### src/rtl/cfg_spi_pkg.sv
package cfg_spi_pkg;

    localparam logic [6:0] DEV_ID        = 7'h04;
    localparam int         CLK_REG       = 0;
    localparam int         ADC_REG       = 2;
    localparam int         MCLK_EN_BIT   = 7;
    localparam int         ADC_MSTR_BIT  = 6;

    typedef enum logic [2:0] {
        ST_IDLE,
        ST_HEADER,
        ST_DATA,
        ST_FULL,
        ST_DROP
    } frame_state_t;

    typedef enum logic [1:0] {
        IN_WAIT_LOCK,
        IN_COUNT,
        IN_READY
    } init_state_t;

endpackage

### src/rtl/pin_sync.sv
module pin_sync #(
    parameter int WIDTH  = 4,
    parameter int STAGES = 2
) (
    input  logic             clk,
    input  logic [WIDTH-1:0] din,
    output logic [WIDTH-1:0] dout
);
    for (genvar b = 0; b < WIDTH; b++) begin : g_bit
        logic [STAGES-1:0] chain;
        always_ff @(posedge clk) begin
            chain <= {chain[STAGES-2:0], din[b]};
        end
        assign dout[b] = chain[STAGES-1];
    end
endmodule

### src/rtl/spi_frame_fsm.sv
module spi_frame_fsm
    import cfg_spi_pkg::*;
(
    input  logic       clk,
    input  logic       rst_n,
    input  logic       enable,
    input  logic       latch_low,
    input  logic       latch_rise,
    input  logic       sclk_rise,
    input  logic       sclk_fall,
    input  logic       sdi_bit,
    input  logic [7:0] rd_data,
    output logic [7:0] rd_addr,
    output logic       wr_en,
    output logic [7:0] wr_addr,
    output logic [7:0] wr_data,
    output logic       sdo,
    output logic       sdo_oe
);
    frame_state_t st_q, st_d;
    logic [4:0]   bit_cnt;
    logic [7:0]   shreg;
    logic [7:0]   addr_q;
    logic [7:0]   out_sh;
    logic         is_read;
    logic [7:0]   byte_in;

    assign byte_in = {shreg[6:0], sdi_bit};
    assign rd_addr = addr_q;

    always_comb begin
        st_d = st_q;
        unique case (st_q)
            ST_IDLE:   if (enable && latch_low) st_d = ST_HEADER;
            ST_HEADER: if (sclk_rise) begin
                           if (bit_cnt == 5'd7 && byte_in[7:1] != DEV_ID) st_d = ST_DROP;
                           else if (bit_cnt == 5'd15)                     st_d = ST_DATA;
                       end
            ST_DATA:   if (sclk_rise && bit_cnt == 5'd23) st_d = ST_FULL;
            ST_FULL:   if (sclk_rise) st_d = ST_DROP;
            ST_DROP:   st_d = ST_DROP;
            default:   st_d = ST_IDLE;
        endcase
        if (latch_rise || !enable) st_d = ST_IDLE;
    end

    always_ff @(posedge clk) begin
        if (!rst_n) st_q <= ST_IDLE;
        else        st_q <= st_d;
    end

    always_ff @(posedge clk) begin
        if (!rst_n) begin
            bit_cnt <= '0;
            shreg   <= '0;
            addr_q  <= '0;
            is_read <= 1'b0;
        end else if (st_q == ST_IDLE) begin
            bit_cnt <= '0;
        end else if (sclk_rise && st_q != ST_DROP) begin
            shreg   <= byte_in;
            bit_cnt <= bit_cnt + 5'd1;
            if (bit_cnt == 5'd7)  is_read <= sdi_bit;
            if (bit_cnt == 5'd15) addr_q  <= byte_in;
        end
    end

    always_ff @(posedge clk) begin
        if (!rst_n) begin
            wr_en   <= 1'b0;
            wr_addr <= '0;
            wr_data <= '0;
            sdo_oe  <= 1'b0;
            out_sh  <= '0;
        end else begin
            wr_en   <= (st_q == ST_FULL) && latch_rise && !is_read && enable;
            wr_addr <= addr_q;
            wr_data <= shreg;
            if (latch_rise || st_d == ST_DROP || st_q == ST_IDLE) begin
                sdo_oe <= 1'b0;
            end else if (sclk_fall && st_q == ST_DATA && bit_cnt == 5'd16 && is_read) begin
                sdo_oe <= 1'b1;
                out_sh <= rd_data;
            end else if (sclk_fall && sdo_oe) begin
                out_sh <= {out_sh[6:0], 1'b0};
            end
        end
    end

    assign sdo = sdo_oe & out_sh[7];


    oe_off_after_latch_chk: assert property (@(posedge clk) disable iff (!rst_n)
        latch_rise |=> !sdo_oe);

    wr_from_full_only_chk: assert property (@(posedge clk) disable iff (!rst_n)
        wr_en |-> $past(st_q) == ST_FULL);

    drop_holds_chk: assert property (@(posedge clk) disable iff (!rst_n)
        (st_q == ST_DROP && !latch_rise && enable) |=> st_q == ST_DROP);
endmodule

### src/rtl/cfg_reg_bank.sv
module cfg_reg_bank
    import cfg_spi_pkg::*;
#(
    parameter int NREG = 16
) (
    input  logic            clk,
    input  logic            rst_n,
    input  logic            strap_sa,
    input  logic            strap_master,
    input  logic            standalone,
    input  logic            wr_en,
    input  logic [7:0]      wr_addr,
    input  logic [7:0]      wr_data,
    input  logic [7:0]      rd_addr,
    output logic [7:0]      rd_data,
    output logic [NREG*8-1:0] regs_flat
);
    logic [7:0] regs_q [NREG];

    function automatic logic [7:0] default_of(int idx, logic sa, logic mstr);
        logic [7:0] v;
        v = 8'h00;
        if (sa && idx == CLK_REG) v[MCLK_EN_BIT]  = 1'b1;
        if (sa && idx == ADC_REG) v[ADC_MSTR_BIT] = mstr;
        return v;
    endfunction

    for (genvar i = 0; i < NREG; i++) begin : g_reg
        always_ff @(posedge clk) begin
            if (!rst_n)                            regs_q[i] <= default_of(i, strap_sa, strap_master);
            else if (wr_en && wr_addr == 8'(i))    regs_q[i] <= wr_data;
        end
        assign regs_flat[i*8 +: 8] = regs_q[i];


        untouched_stable_chk: assert property (@(posedge clk) disable iff (!rst_n)
            !(wr_en && wr_addr == 8'(i)) |=> $stable(regs_q[i]));
    end

    always_comb begin
        rd_data = 8'h00;
        for (int i = 0; i < NREG; i++) begin
            if (rd_addr == 8'(i)) rd_data = regs_q[i];
        end
    end


    sa_no_write_chk: assert property (@(posedge clk) disable iff (!rst_n)
        standalone |-> !wr_en);
endmodule

### src/rtl/init_seq.sv
module init_seq
    import cfg_spi_pkg::*;
#(
    parameter int INIT_CYCLES = 256
) (
    input  logic clk,
    input  logic rst_n,
    input  logic lock,
    output logic ready
);
    localparam int CW = $clog2(INIT_CYCLES + 1);

    init_state_t st_q, st_d;
    logic [CW-1:0] cnt;

    always_comb begin
        st_d = st_q;
        unique case (st_q)
            IN_WAIT_LOCK: if (lock) st_d = IN_COUNT;
            IN_COUNT:     if (lock && cnt == CW'(INIT_CYCLES - 1)) st_d = IN_READY;
            IN_READY:     st_d = IN_READY;
            default:      st_d = IN_WAIT_LOCK;
        endcase
    end

    always_ff @(posedge clk) begin
        if (!rst_n) st_q <= IN_WAIT_LOCK;
        else        st_q <= st_d;
    end

    always_ff @(posedge clk) begin
        if (!rst_n) begin
            cnt   <= '0;
            ready <= 1'b0;
        end else begin
            if (st_q == IN_COUNT && lock) cnt <= cnt + CW'(1);
            ready <= (st_d == IN_READY);
        end
    end


    ready_sticky_chk: assert property (@(posedge clk) disable iff (!rst_n)
        ready |=> ready);

    ready_after_lock_chk: assert property (@(posedge clk) disable iff (!rst_n)
        $rose(ready) |-> $past(lock));
endmodule

### src/rtl/cfg_spi_port.sv
module cfg_spi_port
    import cfg_spi_pkg::*;
#(
    parameter int NREG        = 16,
    parameter int SYNC_STAGES = 2,
    parameter int INIT_CYCLES = 256
) (
    input  logic              clk,
    input  logic              rst_n,
    input  logic              pll_lock,
    input  logic              sclk,
    input  logic              latch_n,
    input  logic              sdi,
    input  logic              sdo_pin_in,
    output logic              sdo,
    output logic              sdo_oe,
    output logic              standalone,
    output logic              ready,
    output logic [NREG*8-1:0] cfg_regs
);
    logic [3:0] pins_s;
    logic       sclk_s, latch_s, sdi_s, sdo_pin_s;
    logic       sclk_p, latch_p;
    logic       strap_sa_now;
    logic       sa_q, mstr_q;
    logic       wr_en;
    logic [7:0] wr_addr, wr_data, rd_addr, rd_data;

    pin_sync #(.WIDTH(4), .STAGES(SYNC_STAGES)) u_sync (
        .clk  (clk),
        .din  ({sdo_pin_in, sdi, latch_n, sclk}),
        .dout (pins_s)
    );
    assign {sdo_pin_s, sdi_s, latch_s, sclk_s} = pins_s;

    always_ff @(posedge clk) begin
        sclk_p  <= sclk_s;
        latch_p <= latch_s;
    end

    assign strap_sa_now = !sclk_s && !sdi_s && !latch_s;

    always_ff @(posedge clk) begin
        if (!rst_n) begin
            sa_q   <= strap_sa_now;
            mstr_q <= sdo_pin_s;
        end
    end
    assign standalone = sa_q;

    spi_frame_fsm u_fsm (
        .clk        (clk),
        .rst_n      (rst_n),
        .enable     (!sa_q),
        .latch_low  (!latch_s),
        .latch_rise (latch_s && !latch_p),
        .sclk_rise  (sclk_s && !sclk_p),
        .sclk_fall  (!sclk_s && sclk_p),
        .sdi_bit    (sdi_s),
        .rd_data    (rd_data),
        .rd_addr    (rd_addr),
        .wr_en      (wr_en),
        .wr_addr    (wr_addr),
        .wr_data    (wr_data),
        .sdo        (sdo),
        .sdo_oe     (sdo_oe)
    );

    cfg_reg_bank #(.NREG(NREG)) u_bank (
        .clk          (clk),
        .rst_n        (rst_n),
        .strap_sa     (strap_sa_now),
        .strap_master (sdo_pin_s),
        .standalone   (sa_q),
        .wr_en        (wr_en),
        .wr_addr      (wr_addr),
        .wr_data      (wr_data),
        .rd_addr      (rd_addr),
        .rd_data      (rd_data),
        .regs_flat    (cfg_regs)
    );

    init_seq #(.INIT_CYCLES(INIT_CYCLES)) u_init (
        .clk   (clk),
        .rst_n (rst_n),
        .lock  (pll_lock),
        .ready (ready)
    );


    strap_stable_chk: assert property (@(posedge clk) disable iff (!rst_n)
        $past(rst_n) |-> $stable(sa_q));
endmodule

### config.mk
export PLATFORM = sky130hd
export DESIGN_NAME = cfg_spi_port
export DESIGN_NICKNAME = d
export VERILOG_FILES = /design/src/rtl/cfg_spi_pkg.sv /design/src/rtl/pin_sync.sv /design/src/rtl/spi_frame_fsm.sv /design/src/rtl/cfg_reg_bank.sv /design/src/rtl/init_seq.sv /design/src/rtl/cfg_spi_port.sv
export SDC_FILE = /design/constraint.sdc
export NUM_CORES = 1
export LEC_CHECK = 0
export ABC_AREA = 1
export CORE_MARGIN = 2
export CORE_UTILIZATION = 30
export DETAILED_ROUTE_END_ITERATION = 6
export HOLD_SLACK_MARGIN = 0.05
export PLACE_DENSITY = 0.62
export RECOVER_POWER = 25
export SETUP_SLACK_MARGIN = 0.4
export SYNTH_ARGS = -nofsm -noshare
export SYNTH_HDL_FRONTEND = slang
export SYNTH_HIERARCHICAL = 1
export SYNTH_SLANG_ARGS = --single-unit
### constraint.sdc
create_clock -name clk -period 3.6 [get_ports clk]
set_clock_uncertainty 0.05 [all_clocks]
set_input_delay 0.54 -clock clk [delete_from_list [all_inputs] [get_ports clk]]
set_output_delay 0.54 -clock clk [all_outputs]
set_load 0.1 [all_outputs]
* After elaboration in Yosys (flattened, before gate mapping) *
Memories as Yosys holds them, arrays and structs flattened.
Cells that the tools add are included.

word-level totals
  flip-flop bits (word level) = 74
  RAM bits = 128
  input port bits = 7
  output and inout port bits = 132
  logic and storage cells = 241
  memories = 1

operators by class
  add/sub/neg operators = 2
  eq/ne operators = 45
  mux-type cells = 98
  bitwise operators = 20
  reduce and logical (&&, ||, !) cells = 55

memories
  memory         words  bits a word  read ports  clocked after Yosys merged registers in  wr ports  line                text
  u_bank.regs_q  16     8            16          0                                        16        cfg_reg_bank.sv:18  logic [7:0] regs_q [NREG];

operators by type and width
  operator                                                          count
  8-bit two-way mux                                                 34
  8-bit by 4-bit == test with 1-bit output (second input constant)  16
  8-bit by 3-bit == test with 1-bit output (second input constant)  8
  1-bit two-way mux                                                 53
  1-bit logical AND                                                 34
  8-bit by 2-bit == test with 1-bit output (second input constant)  4
  3-bit two-way mux                                                 7
  8-bit by 1-bit == test with 1-bit output (second input constant)  2
  8-bit zero test                                                   2
  1-bit bitwise OR                                                  16
  3-bit one-hot mux with 5 select lines                             1
  5-bit == test (second input constant)                             2
  9-bit by 1-bit adder with 9-bit output (second input constant)    1
  9-bit by 8-bit == test with 1-bit output (second input constant)  1
  1-bit zero test                                                   7
  7-bit by 3-bit != test with 1-bit output (second input constant)  1
  3-bit by 2-bit == test with 1-bit output (second input constant)  2
  3-bit == test (second input constant)                             2
  2-bit one-hot mux with 3 select lines                             1
  3-bit AND reduction                                               2
  5-bit by 1-bit adder with 5-bit output (second input constant)    1
  5-bit by 3-bit == test with 1-bit output (second input constant)  1
  5-bit by 4-bit == test with 1-bit output (second input constant)  1
  2-bit == test (second input constant)                             2
  12 further kinds                                                  19

* Depth between registers and ports, before layout *
Gate-level depths: netlist (run 1).

  word-level depth = 18
  mapped depth = 18
  gate-level depth less buffers = 17

* By module *
The synthesis (run 1) kept the hierarchy.

modules (own cells, without submodules)
  module         instances  cells each  area an instance (um^2)  seq. area each (um^2)
  cfg_reg_bank   1          616         5939.4                   3843.7
  spi_frame_fsm  1          271         2078.2                   1021.0
  init_seq       1          86          573.0                    240.2
  pin_sync       1          12          190.2                    160.2
  cfg_spi_port   1          13          110.1                    70.1

* Least setup slack after synthesis (run 1) *
Ideal clock, no wire load.

  path type = register -> output
  start = register u_fsm.sdo_oe
  end = output sdo
  arrival time = 1.692 ns
  required time = 3.010 ns
  setup slack = 1.318 ns
  stages on the path, launching flop included = 3
  path buffers = 0
  cell sequence = dfxtp_1 -> nand2_1 -> inv_1

on the way
  word-level cells in the longest chain between the ends = 1

RTL lines
  item                      line                 text
  start: declaration        spi_frame_fsm.sv:18  output logic sdo_oe
  start signal: assignment  spi_frame_fsm.sv:73  sdo_oe <= 1'b0;
  start signal: assignment  spi_frame_fsm.sv:80  sdo_oe <= 1'b0;
  start signal: assignment  spi_frame_fsm.sv:82  sdo_oe <= 1'b1;
  1-bit bitwise AND         spi_frame_fsm.sv:90  assign sdo = sdo_oe & out_sh[7];
  end: declaration          cfg_spi_port.sv:15   output logic sdo,

No other way between the ends.

==> summary.txt, run 1 <==
CP cell instances: or4_1 > nor4_1 > nand3_1 > nor2_1
nets: 1160
CTS Buf Count: 23
Synth-to-Final Area Change: 27.96%
CP Data Arrival Time: 3.42 ns
# setup viols final: 0
Worst Setup SP: u_fsm/wr_addr[5]
syn_area_per_cell: 8.909 sq um
status: finished, final reports clean
fmax: 321.6 MHz
Hold Path Class: reg -> reg
total gr overflow: 0
RePlAce Congestion: 0.8745
Max Slew Vio Count: 0
flops & latches, synth: 202
Distinct cells, synth: 41
initial antenna violation count: 0
vias: 7269
vias in the first global route: 7003
Post CTS Setup Buffer Count: 0
slowest stage delay, CP: 1.11 ns
fin crit share: 86.39%
RR Endpoint: u_bank/regs_q[1][44]
crit path max-delay cell type: nor4_1
fin util: 38.70%
FF-to-FF setup slack: 0.49 ns
routed wire length: 25.66 mm
first-pass iteration count of the detailed router: 5
syn nets: 1010
Lkg Pwr: 4.277 nW
DP HPWL: 18.55 mm
Clock Power Share: 40.8%
num ports: 139
RSZ-0062 raised after global routing: no
crit start category: register
DRT iter0 DRCs: 686
synthesized cell area: 8891 sq um
hold_buf cts: 0
via/cell ratio: 4.675
post-route ant nets: 0
setup TNS: 0 ns
design area: 11380 sq um
Core Region: 29400 sq um
WL per Instance: 16.50 um
Crit Reg-Reg Startpoint: u_fsm/wr_addr[5]
Sink Count: 202
Cell Int Power: 4.091 mW
Synth top cells by count: nor2_1 (236), nand2_1 (221), edfxtp_1 (129)
clk_lat worst skew: 0.53 ns
worst vdd ir: 0.0003315 V
cell taking the most area after synthesis: edfxtp_1
DIE HEIGHT: 176.2 um
number of diodes: 0
CTS clk-pin slew, worst paths: 0.06 ns
die width: 176.2 um
CP max FO: 8
first-pass GRT wire length: 39.20 mm
Comb pwr share: 14.3%
Worst R2R Path Depth: 4
largest net degree at the start of global routing: 26
Post-synth EDFFs: 129
final hold vios: 0
Synthesis Warnings: 6
Layout fillers: 2970
IO Port Bufs: 138
FP Rows: 63
CP Capture Type: register
ranking of synthesized cells by area: edfxtp_1 (44%), dfxtp_1 (16%), nor2_1 (10%)
fin crit period: 3.110 ns
cells after synthesis: 998
area share of the largest cell type after synthesis: 43.57%
switching part of the total: 29.71%
async set or reset register ratio after synthesis: 0%
Setup crit end: u_bank/regs_q[1][44]
Pwr per Cell Area: 511.6 nW/um^2
Initial Util: 30.24%
Required @ worst endpoint: 3.91 ns
TritonCTS clock tree: built
fraction of layout cells with a size suffix above 1: 5.665%
Slew @ Worst Pin: 1.444 ns
slew margin rel.: 2.865%
placed inst area: 10710 sq um
Remaining DRCs: 0
die area: 31030 sq um
CTS root buffer: clkbuf_16
H-tree levels: 1
Clock Tree Buf Depth: 3
Seq pwr share: 44.9%
most common cell in the synthesized netlist: nor2_1
Overall Global Routing Usage: 16.25%
Most used DFF post-synth: edfxtp_1
Max Cap Viol: 0
switching pwr: 1.729 mW
Setup CP Type: reg -> reg
post-synthesis sequential area ratio: 60.01%
final cells by class:
cell class / instances / area (sq um) / area share [%]
sequential: 202 / 5336 / 46.90
multi-input combinational: 647 / 2879 / 25.31
inverter: 124 / 465.4 / 4.091
clock buffer: 25 / 614.3 / 5.400
clock inverter: 17 / 165.2 / 1.452
timing repair buffer: 150 / 1429 / 12.56
tap: 390 / 488.0 / 4.289
logic make-up after synthesis:
family                   synth area share [%]
buffers and inverters                   6.769
adder cells (fa/ha/maj)                0.7036
flip-flops                              60.01
AO/OA/AOI/OAI                           4.053
AND/OR/NAND/NOR                         28.47
per-layer routing:
| layer | vias to the layer above | track usage [%] | routed length (um) | part of all wire (%) |
|---|---|---|---|---|
| met5 | - | 0 | 0 | 0 |
| met4 | 0 | 5.647 | 876 | 3.4 |
| met3 | 58 | 2.799 | 1850 | 7.2 |
| met2 | 298 | 27.16 | 12170 | 47 |
| met1 | 3383 | 21.28 | 10770 | 42 |
| li1 | 3530 | - | - | - |
sequential cells by signal (all words and copies together) (netlist names), 2 cells and up:
name	flops
u_bank/regs_q	128
u_fsm/bit_cnt	5
u_fsm/out_sh	8
u_fsm/rd_addr	8
u_fsm/shreg	8
u_fsm/st_q	3
u_fsm/wr_addr	8
u_fsm/wr_data	8
u_init/cnt	9
u_init/st_q	2
u_sync/g_bit.chain	8
layout by cell type, fill, tap and decap left out, drive strengths merged, types with 4 or more instances in the layout:
master         synthesis  final
clkbuf                16     35
nand2                229    229
nor4                   5      5
a21oi                 14     14
ha                     5      5
clkinv                 1     10
a22oi                  4      4
inv                  123    126
dlygate4sd3            0      4
nor3                   7      7
clkdlybuf4s50          0    132
o211ai                 8      8
buf                    9      4
nor2                 243    243
edfxtp               129    129
dfxtp                 73     73
nand4                 18     18
a211oi                 4      4
o21ai                 27     27
nand3                 73     73
repair_timing:
item                                    CTS  global route
gates resized for setup                   0             1
endpoints found under the setup margin    0             1
endpoints found under the hold margin     0             0
worst max-delay path, delay by kind of cell, from the launching register on:
kind / cells / cell delay, ns
AND/OR/NAND/NOR: 4 / 2.59
flip-flops: 1 / 0.29
worst min-delay path by stage:
stage | startpoint | end | slack [ns] | cells past startpoint
2_1_floorplan | u_sync/g_bit[0].chain[0] | u_sync/g_bit[0].chain[1] | 0.26 | 0
3_3_place_gp | u_sync/g_bit[2].chain[0] | u_sync/g_bit[2].chain[1] | 0.26 | 0
3_5_place_dp | u_sync/g_bit[1].chain[0] | u_sync/g_bit[1].chain[1] | 0.26 | 0
4_1_cts | u_sync/g_bit[1].chain[0] | u_sync/g_bit[1].chain[1] | 0.28 | 0
5_1_grt | u_sync/g_bit[1].chain[0] | u_sync/g_bit[1].chain[1] | 0.28 | 0
6_report | u_sync/g_bit[0].chain[0] | u_sync/g_bit[0].chain[1] | 0.28 | 0
through the flow:
step	setup WS (ns)	instances	hold WS, ns	power (mW)
floorplan	1.318	998	0.2596	3.286
global placement	0.6660	1513	0.2638	3.504
detailed placement	0.6766	1513	0.2621	3.505
CTS	0.6575	1555	0.2769	5.880
global route	0.3256	1555	0.2839	5.986
finish	0.4901	1555	0.2767	5.820
power groups by stage:
stage               registers (mW)  clock network [mW]  logic (mW)
floorplan                     3.20                   0      0.0907
global placement              2.66                   0       0.841
detailed placement            2.66                   0       0.842
CTS                           2.61                2.42       0.844
global route                  2.62                2.51       0.859
finish                        2.61                2.37       0.835
Note: power is estimated with default switching activity, not from simulation.
==> run 2: changes to the inputs <==
--- a/config.mk
+++ b/config.mk
@@ -10,10 +10,9 @@
 export CORE_UTILIZATION = 30
 export DETAILED_ROUTE_END_ITERATION = 6
 export HOLD_SLACK_MARGIN = 0.05
-export PLACE_DENSITY = 0.62
+export PLACE_DENSITY = 0.64
 export RECOVER_POWER = 25
 export SETUP_SLACK_MARGIN = 0.4
 export SYNTH_ARGS = -nofsm -noshare
 export SYNTH_HDL_FRONTEND = slang
-export SYNTH_HIERARCHICAL = 1
 export SYNTH_SLANG_ARGS = --single-unit
==> constraint.sdc (replaced) <==
create_clock -name clk -period 2.65 [get_ports clk]
set_clock_uncertainty 0.05 [all_clocks]
set_input_delay 0.3975 -clock clk [delete_from_list [all_inputs] [get_ports clk]]
set_output_delay 0.3975 -clock clk [all_outputs]
set_load 0.1 [all_outputs]
==> summary.txt, run 2 <==
status: finished, final reports clean
area share of the largest cell type after synthesis: 45.48% (+1.9 points)
Synthesis Warnings: 0 (-6)
Worst R2R Path Depth: 15 (+11)
CTS clk-pin slew, worst paths: 0.06 ns (about the same)
Synth top cells by count: nor2_1 (233), nand2_1 (175), edfxtp_1 (129)
Synth-to-Final Area Change: 26.44%
Final WS setup: 0.4238 ns (-0.06630 ns)
first-pass iteration count of the detailed router: 5 (unchanged)
fmax: 449.2 MHz
RePlAce Congestion: 0.8903 (+1.8%)
number of diodes: 0 (unchanged)
H-tree levels: 1 (unchanged)
Sink Count: 202 (unchanged)
final hold vios: 0 (unchanged)
CTS root buffer: clkbuf_16
Post-synth EDFFs: 129 (unchanged)
fraction of layout cells with a size suffix above 1: 16.19% (+11 points)
DP HPWL: 18.00 mm (-3.0%)
num ports: 139 (unchanged)
async set or reset register ratio after synthesis: 0% (unchanged)
slowest stage delay, CP: 0.90 ns (-0.21 ns)
worst vdd ir: 0.0003824 V (+15%)
Most used DFF post-synth: edfxtp_1
Distinct cells, synth: 38 (-7.3%)
die width: 172.5 um (-2.1%)
ranking of synthesized cells by area: edfxtp_1 (45%), dfxtp_1 (17%), nor2_1 (10%)
Layout fillers: 2823 (-4.9%)
cell taking the most area after synthesis: edfxtp_1
first-pass GRT wire length: 37.04 mm (-5.5%)
Setup CP Type: reg -> out
Max Slew Vio Count: 0 (unchanged)
clk_lat worst skew: 0.52 ns (about the same)
Slew @ Worst Pin: 1.211 ns (-0.2322 ns)
Clock Tree Buf Depth: 3 (unchanged)
Pwr per Cell Area: 715.7 nW/um^2 (+40%)
fin crit period: 2.226 ns
cells after synthesis: 933 (-6.5%)
CP cell instances: clkbuf_1
max FFs per register: 128 (unchanged)
crit path max-delay cell type: clkbuf_1
CP Data Arrival Time: 1.78 ns (-1.64 ns)
Hold Path Class: reg -> reg
vias: 7079 (-2.6%)
most common cell in the synthesized netlist: nor2_1
placed inst area: 10080 sq um (-5.8%)
via/cell ratio: 4.732 (+1.2%)
flops & latches, synth: 202 (unchanged)
fin crit share: 84.01%
Initial Util: 30.57% (+0.33 points)
Top Registers: u_bank.regs_q: 128 flops, u_init.cnt: 9 flops
CP Capture Type: output port
syn_area_per_cell: 9.129 sq um (+2.5%)
Hold Startpoint: u_sync.g_bit[2].chain[0]
most frequent cells in the layout: nor2_1 (222), nand2_1 (174), edfxtp_1 (129)
RSZ-0062 raised after global routing: yes
WL per Instance: 16.76 um (+1.5%)
vias in the first global route: 6576 (-6.1%)
syn nets: 945 (-6.4%)
Non-Filler Instances: 1496 (-3.8%)
placed cell count: 1444 (-4.6%)
DRT iter0 DRCs: 601 (-12%)
routed wire length: 25.07 mm (-2.3%)
largest net degree at the start of global routing: 32 (+23%)
setup TNS: 0 ns (unchanged)
Max Cap Viol: 0 (unchanged)
IO Port Bufs: 138 (unchanged)
Critical path buffers and inverters: 1 (+1)
FP Rows: 61 (-3.2%)
post-route ant nets: 0 (unchanged)
design area: 10770 sq um (-5.3%)
total gr overflow: 0 (unchanged)
post-synthesis sequential area ratio: 62.64% (+2.6 points)
Crit Reg-Reg Startpoint: u_fsm.rd_addr[1]
hold_buf cts: 0 (unchanged)
CP max FO: 2 (-6)
initial antenna violation count: 0 (unchanged)
Hold Path Sink: u_sync.g_bit[2].chain[1]
crit start category: register
CTS Buf Count: 24 (+4.3%)
synthesized cell area: 8517 sq um (-4.2%)
most flop-heavy register: u_bank.regs_q
Required @ worst endpoint: 2.20 ns (-1.71 ns)
Remaining DRCs: 0 (unchanged)
commonest non-fill, non-tap cell in the layout: nor2_1
# setup viols final: 0 (unchanged)
pre-CTS WS: 0.4026 ns (-0.2740 ns)
top cell family by delay on the critical path: buffers and inverters
DIE HEIGHT: 172.5 um (-2.1%)
Lkg Pwr: 4.042 nW (-5.5%)
Core Region: 27860 sq um (-5.3%)
FF-to-FF setup slack: 0.50 ns (about the same)
Overall Global Routing Usage: 16.36% (+0.11 points)
die area: 29750 sq um (-4.1%)
RR Endpoint: u_fsm.out_sh[7]
hold_ws: 0.2771 ns (+0.0004300 ns)
TritonCTS clock tree: built
nets: 1112 (-4.1%)
slew margin rel.: 19.58% (+17 points)
WHS Path Cells: 0 (unchanged)
==> run 2: changes by cell type in the layout (fill, tap and decap cells not counted), sizes merged, moves of 7 or more <==
cell	previous run	this run
clkdlybuf4s50	132	1
buf	4	90
clkbuf	35	103
nand2	229	178
inv	126	101
nand3	73	49
a21oi	14	32
nor3	7	16
o21ai	27	36
o211ai	8	1
o22ai	1	8
==> run 2: logic make-up after synthesis <==
kind of cell | synth area share, %
AO/OA/AOI/OAI | 5.113
XOR/XNOR | 0.2057
adder cells (fa/ha/maj) | 0.7345
buffers and inverters | 5.392
flip-flops | 62.64
AND/OR/NAND/NOR | 25.91
==> run 2: through the flow <==
step	power (mW)	utilization, %
floorplan	4.419	-
global placement	4.673	36.20
detailed placement	4.678	36.20
CTS	7.785	38.93
global route	7.906	38.66
finish	7.708	38.66
==> run 2: metal layers <==
layer,vias to the layer above,global-route usage (%),wire [um]
met1,3355,20.89,10510
met5,-,0,0
met4,0,5.627,822
met3,54,2.747,1460
li1,3407,-,-
met2,263,28.02,12270
==> run 2: area by class of cell <==
type | count | area, sq um | area share [%]
Inverter | 102 | 389.1 | 3.613
Timing Repair inverter | 1 | 7.507 | 0.06971
Timing Repair Buffer | 160 | 979.7 | 9.097
Tap cell | 378 | 473.0 | 4.392
Clock inverter | 6 | 35.03 | 0.3253
Multi-Input combinational cell | 609 | 2815 | 26.14
Sequential cell | 202 | 5344 | 49.62
Clock buffer | 38 | 725.7 | 6.739
==> run 2: where the power goes <==
part           switching, mW  total [mW]  internal (mW)  leakage (nW)
combinational          0.899        1.02          0.118          1.84
sequential            0.0875        3.54           3.46          1.83
clock                   1.27        3.15           1.88         0.370
==> run 2: worst max path at each step <==
stage / depth (start not counted) / slack [ns] / start / to
finish: 1 / 0.42 / u_bank.regs_q[5][7] / cfg_regs[47]
global route: 14 / 0.31 / u_fsm.rd_addr[5] / u_fsm.out_sh[7]
CTS: 13 / 0.38 / u_fsm.rd_addr[4] / u_fsm.out_sh[4]
detailed placement: 13 / 0.40 / u_fsm.rd_addr[7] / u_fsm.out_sh[4]
global placement: 13 / 0.42 / u_fsm.rd_addr[7] / u_fsm.out_sh[4]
floorplan: 2 / 0.53 / u_fsm.sdo_oe / sdo
==> run 2: repair_timing <==
action | in CTS | in global routing
buffers inserted | 0 | 7
gates cloned | 0 | 1
pin swaps | 0 | 15
endpoints found under the setup margin | 2 | 24
resized for setup | 0 | 40
==> run 3: changes to the inputs <==
==> constraint.sdc (replaced) <==
create_clock -name clk -period 1.9 [get_ports clk]
set_clock_uncertainty 0.05 [all_clocks]
set_input_delay 0.285 -clock clk [delete_from_list [all_inputs] [get_ports clk]]
set_output_delay 0.285 -clock clk [all_outputs]
set_load 0.1 [all_outputs]
==> summary.txt, run 3 (synthesis gave the netlist of run 2 again) <==
status: finished with violations
failing checks: negative setup slack
hold_buf cts: 0 (unchanged)
most frequent cells in the layout: nand2_1 (134), edfxtp_1 (129), nor2_1 (100)
TritonCTS clock tree: built
CP Capture Type: register
Worst Setup SP: u_fsm.rd_addr[7]
Max Slew Vio Count: 0 (unchanged)
Overall Global Routing Usage: 18.06% (+1.7 points)
fmax: 466.1 MHz
fin crit share: 112.9%
final hold vios: 0 (unchanged)
DP HPWL: 18.50 mm (+2.8%)
CTS clk-pin slew, worst paths: 0.06 ns (about the same)
Core Region: 27860 sq um (unchanged)
RSZ-0062 raised after global routing: yes
Max Cap Viol: 0 (unchanged)
Sink Count: 202 (unchanged)
register area: 5356 sq um (+0.23%)
H-tree levels: 1 (unchanged)
WL per Instance: 17.48 um (+4.3%)
RePlAce Congestion: 0.8863 (-0.45%)
fraction of layout cells with a size suffix above 1: 45.67% (+29 points)
Hold Path Class: in -> reg
crit start category: register
CTS root buffer: clkbuf_16
slew margin rel.: 49.73% (+30 points)
DRT iter0 DRCs: 704 (+17%)
vias: 7709 (+8.9%)
Crit Reg-Reg Startpoint: u_fsm.rd_addr[7]
first-pass iteration count of the detailed router: 5 (unchanged)
die width: 172.5 um (unchanged)
CP Data Arrival Time: 2.51 ns (+0.73 ns)
largest net degree at the start of global routing: 33 (+3.1%)
Layout fillers: 2429 (-14%)
FP Rows: 61 (unchanged)
setup TNS: -1.552 ns (-1.552 ns)
# setup viols final: 8 (+8)
nets: 1230 (+11%)
initial antenna violation count: 0 (unchanged)
first-pass GRT wire length: 41.00 mm (+11%)
CTS Buf Count: 23 (-4.2%)
CP max FO: 8 (+6)
Lkg Pwr: 5.303 nW (+31%)
Remaining DRCs: 0 (unchanged)
Final WS setup: -0.2456 ns (-0.6694 ns)
worst vdd ir: 0.0006959 V (+82%)
Synth-to-Final Area Change: 63.18%
Required @ worst endpoint: 2.26 ns (+0.06 ns)
max FFs per register: 128 (unchanged)
number of diodes: 0 (unchanged)
fin crit period: 2.146 ns
Top Registers: u_bank.regs_q: 128 flops, u_init.cnt: 9 flops
Setup CP Type: reg -> reg
num ports: 139 (unchanged)
DIE HEIGHT: 172.5 um (unchanged)
Hold Startpoint: rst_n
clk_lat worst skew: 0.53 ns (about the same)
post-route ant nets: 0 (unchanged)
routed wire length: 28.20 mm (+12%)
vias in the first global route: 7356 (+12%)
total chip power: 11.17 mW (+45%)
Clock Tree Buf Depth: 3 (unchanged)
via/cell ratio: 4.779 (+1.0%)
total gr overflow: 0 (unchanged)
Pwr per Cell Area: 803.8 nW/um^2 (+12%)
Initial Util: 30.57% (unchanged)
Multi-input gate area: 4103 sq um (+46%)
die area: 29750 sq um (unchanged)
IO Port Bufs: 138 (unchanged)
most flop-heavy register: u_bank.regs_q
Slew @ Worst Pin: 0.7533 ns (-0.4582 ns)
commonest non-fill, non-tap cell in the layout: nand2_1
-- run 3: power breakdown --
part	leakage, nW	total (mW)	switching, mW	internal (mW)
Clock	0.369	4.48	1.80	2.68
Sequential	1.83	4.97	0.146	4.82
Combinational	3.10	1.73	1.32	0.409
Total	5.30	11.2	3.26	7.91
-- run 3: stage by stage --
stage	utilization [%]	hold slack (ns)	setup slack, ns	cell area [sq um]	instances
global placement	40.79	0.2655	-0.3932	11360	1498
detailed placement	40.79	0.2651	-0.4300	11360	1498
CTS	47.82	0.1559	-0.3007	13320	1580
floorplan	-	0.2596	-0.1034	8701	933
finish	49.89	0.2104	-0.2456	13900	1613
global route	49.89	0.2161	-0.4055	13900	1613
-- run 3: area by class of cell --
cell class              count  share of cell area [%]
well taps                 378                   3.403
inverters                 102                   2.881
clock buffers              29                   4.375
multi-input cells         610                   29.52
clock inverters            13                   1.062
flip-flops and latches    202                   38.54
repair inverters            1                 0.05402
repair buffers            278                   20.17
-- run 3: worst max-delay path, cell delays in order (launching register included) --
cell and delay, ns:
dfxtp_2 0.35, nor2_4 0.05, nand2_4 0.13, clkinvlp_4 0.21
nand3_2 0.12, nand3_2 0.08, nor2_2 0.14, nand4_1 0.17
nor2_2 0.17, nand4_1 0.18, nor2_1 0.18, nand4_1 0.09
nand2_1 0.07, a21oi_1 0.06
-- run 3: path summary, 6_finish.rpt --
check / depth (start not counted) / slack [ns] / to
worst min-delay path: 4 / 0.21 / u_init.cnt[7]
worst max-delay path: 13 / -0.25 / u_fsm.out_sh[4]
worst min register to register: 0 / 0.28 / u_sync.g_bit[2].chain[1]
worst max register to register: 13 / -0.25 / u_fsm.out_sh[4]
-- run 3: what timing repair did --
| item | 4_1_cts | 5_1_grt |
|---|---|---|
| setup endpoints to repair | 398 | 410 |
| setup buffers | 38 | 32 |
| gates cloned | 2 | 1 |
| pin swaps | 37 | 56 |
| resized for setup | 239 | 243 |
-- run 3: metal layers --
layer	part of all wire, %	wire [um]	GRT usage (%)	vias up
met2	51	14370	32.03	286
met5	0	0	0	-
met3	5.9	1671	2.792	59
met4	3.7	1046	5.334	0
met1	39	11110	22.66	3719
li1	-	-	-	3645
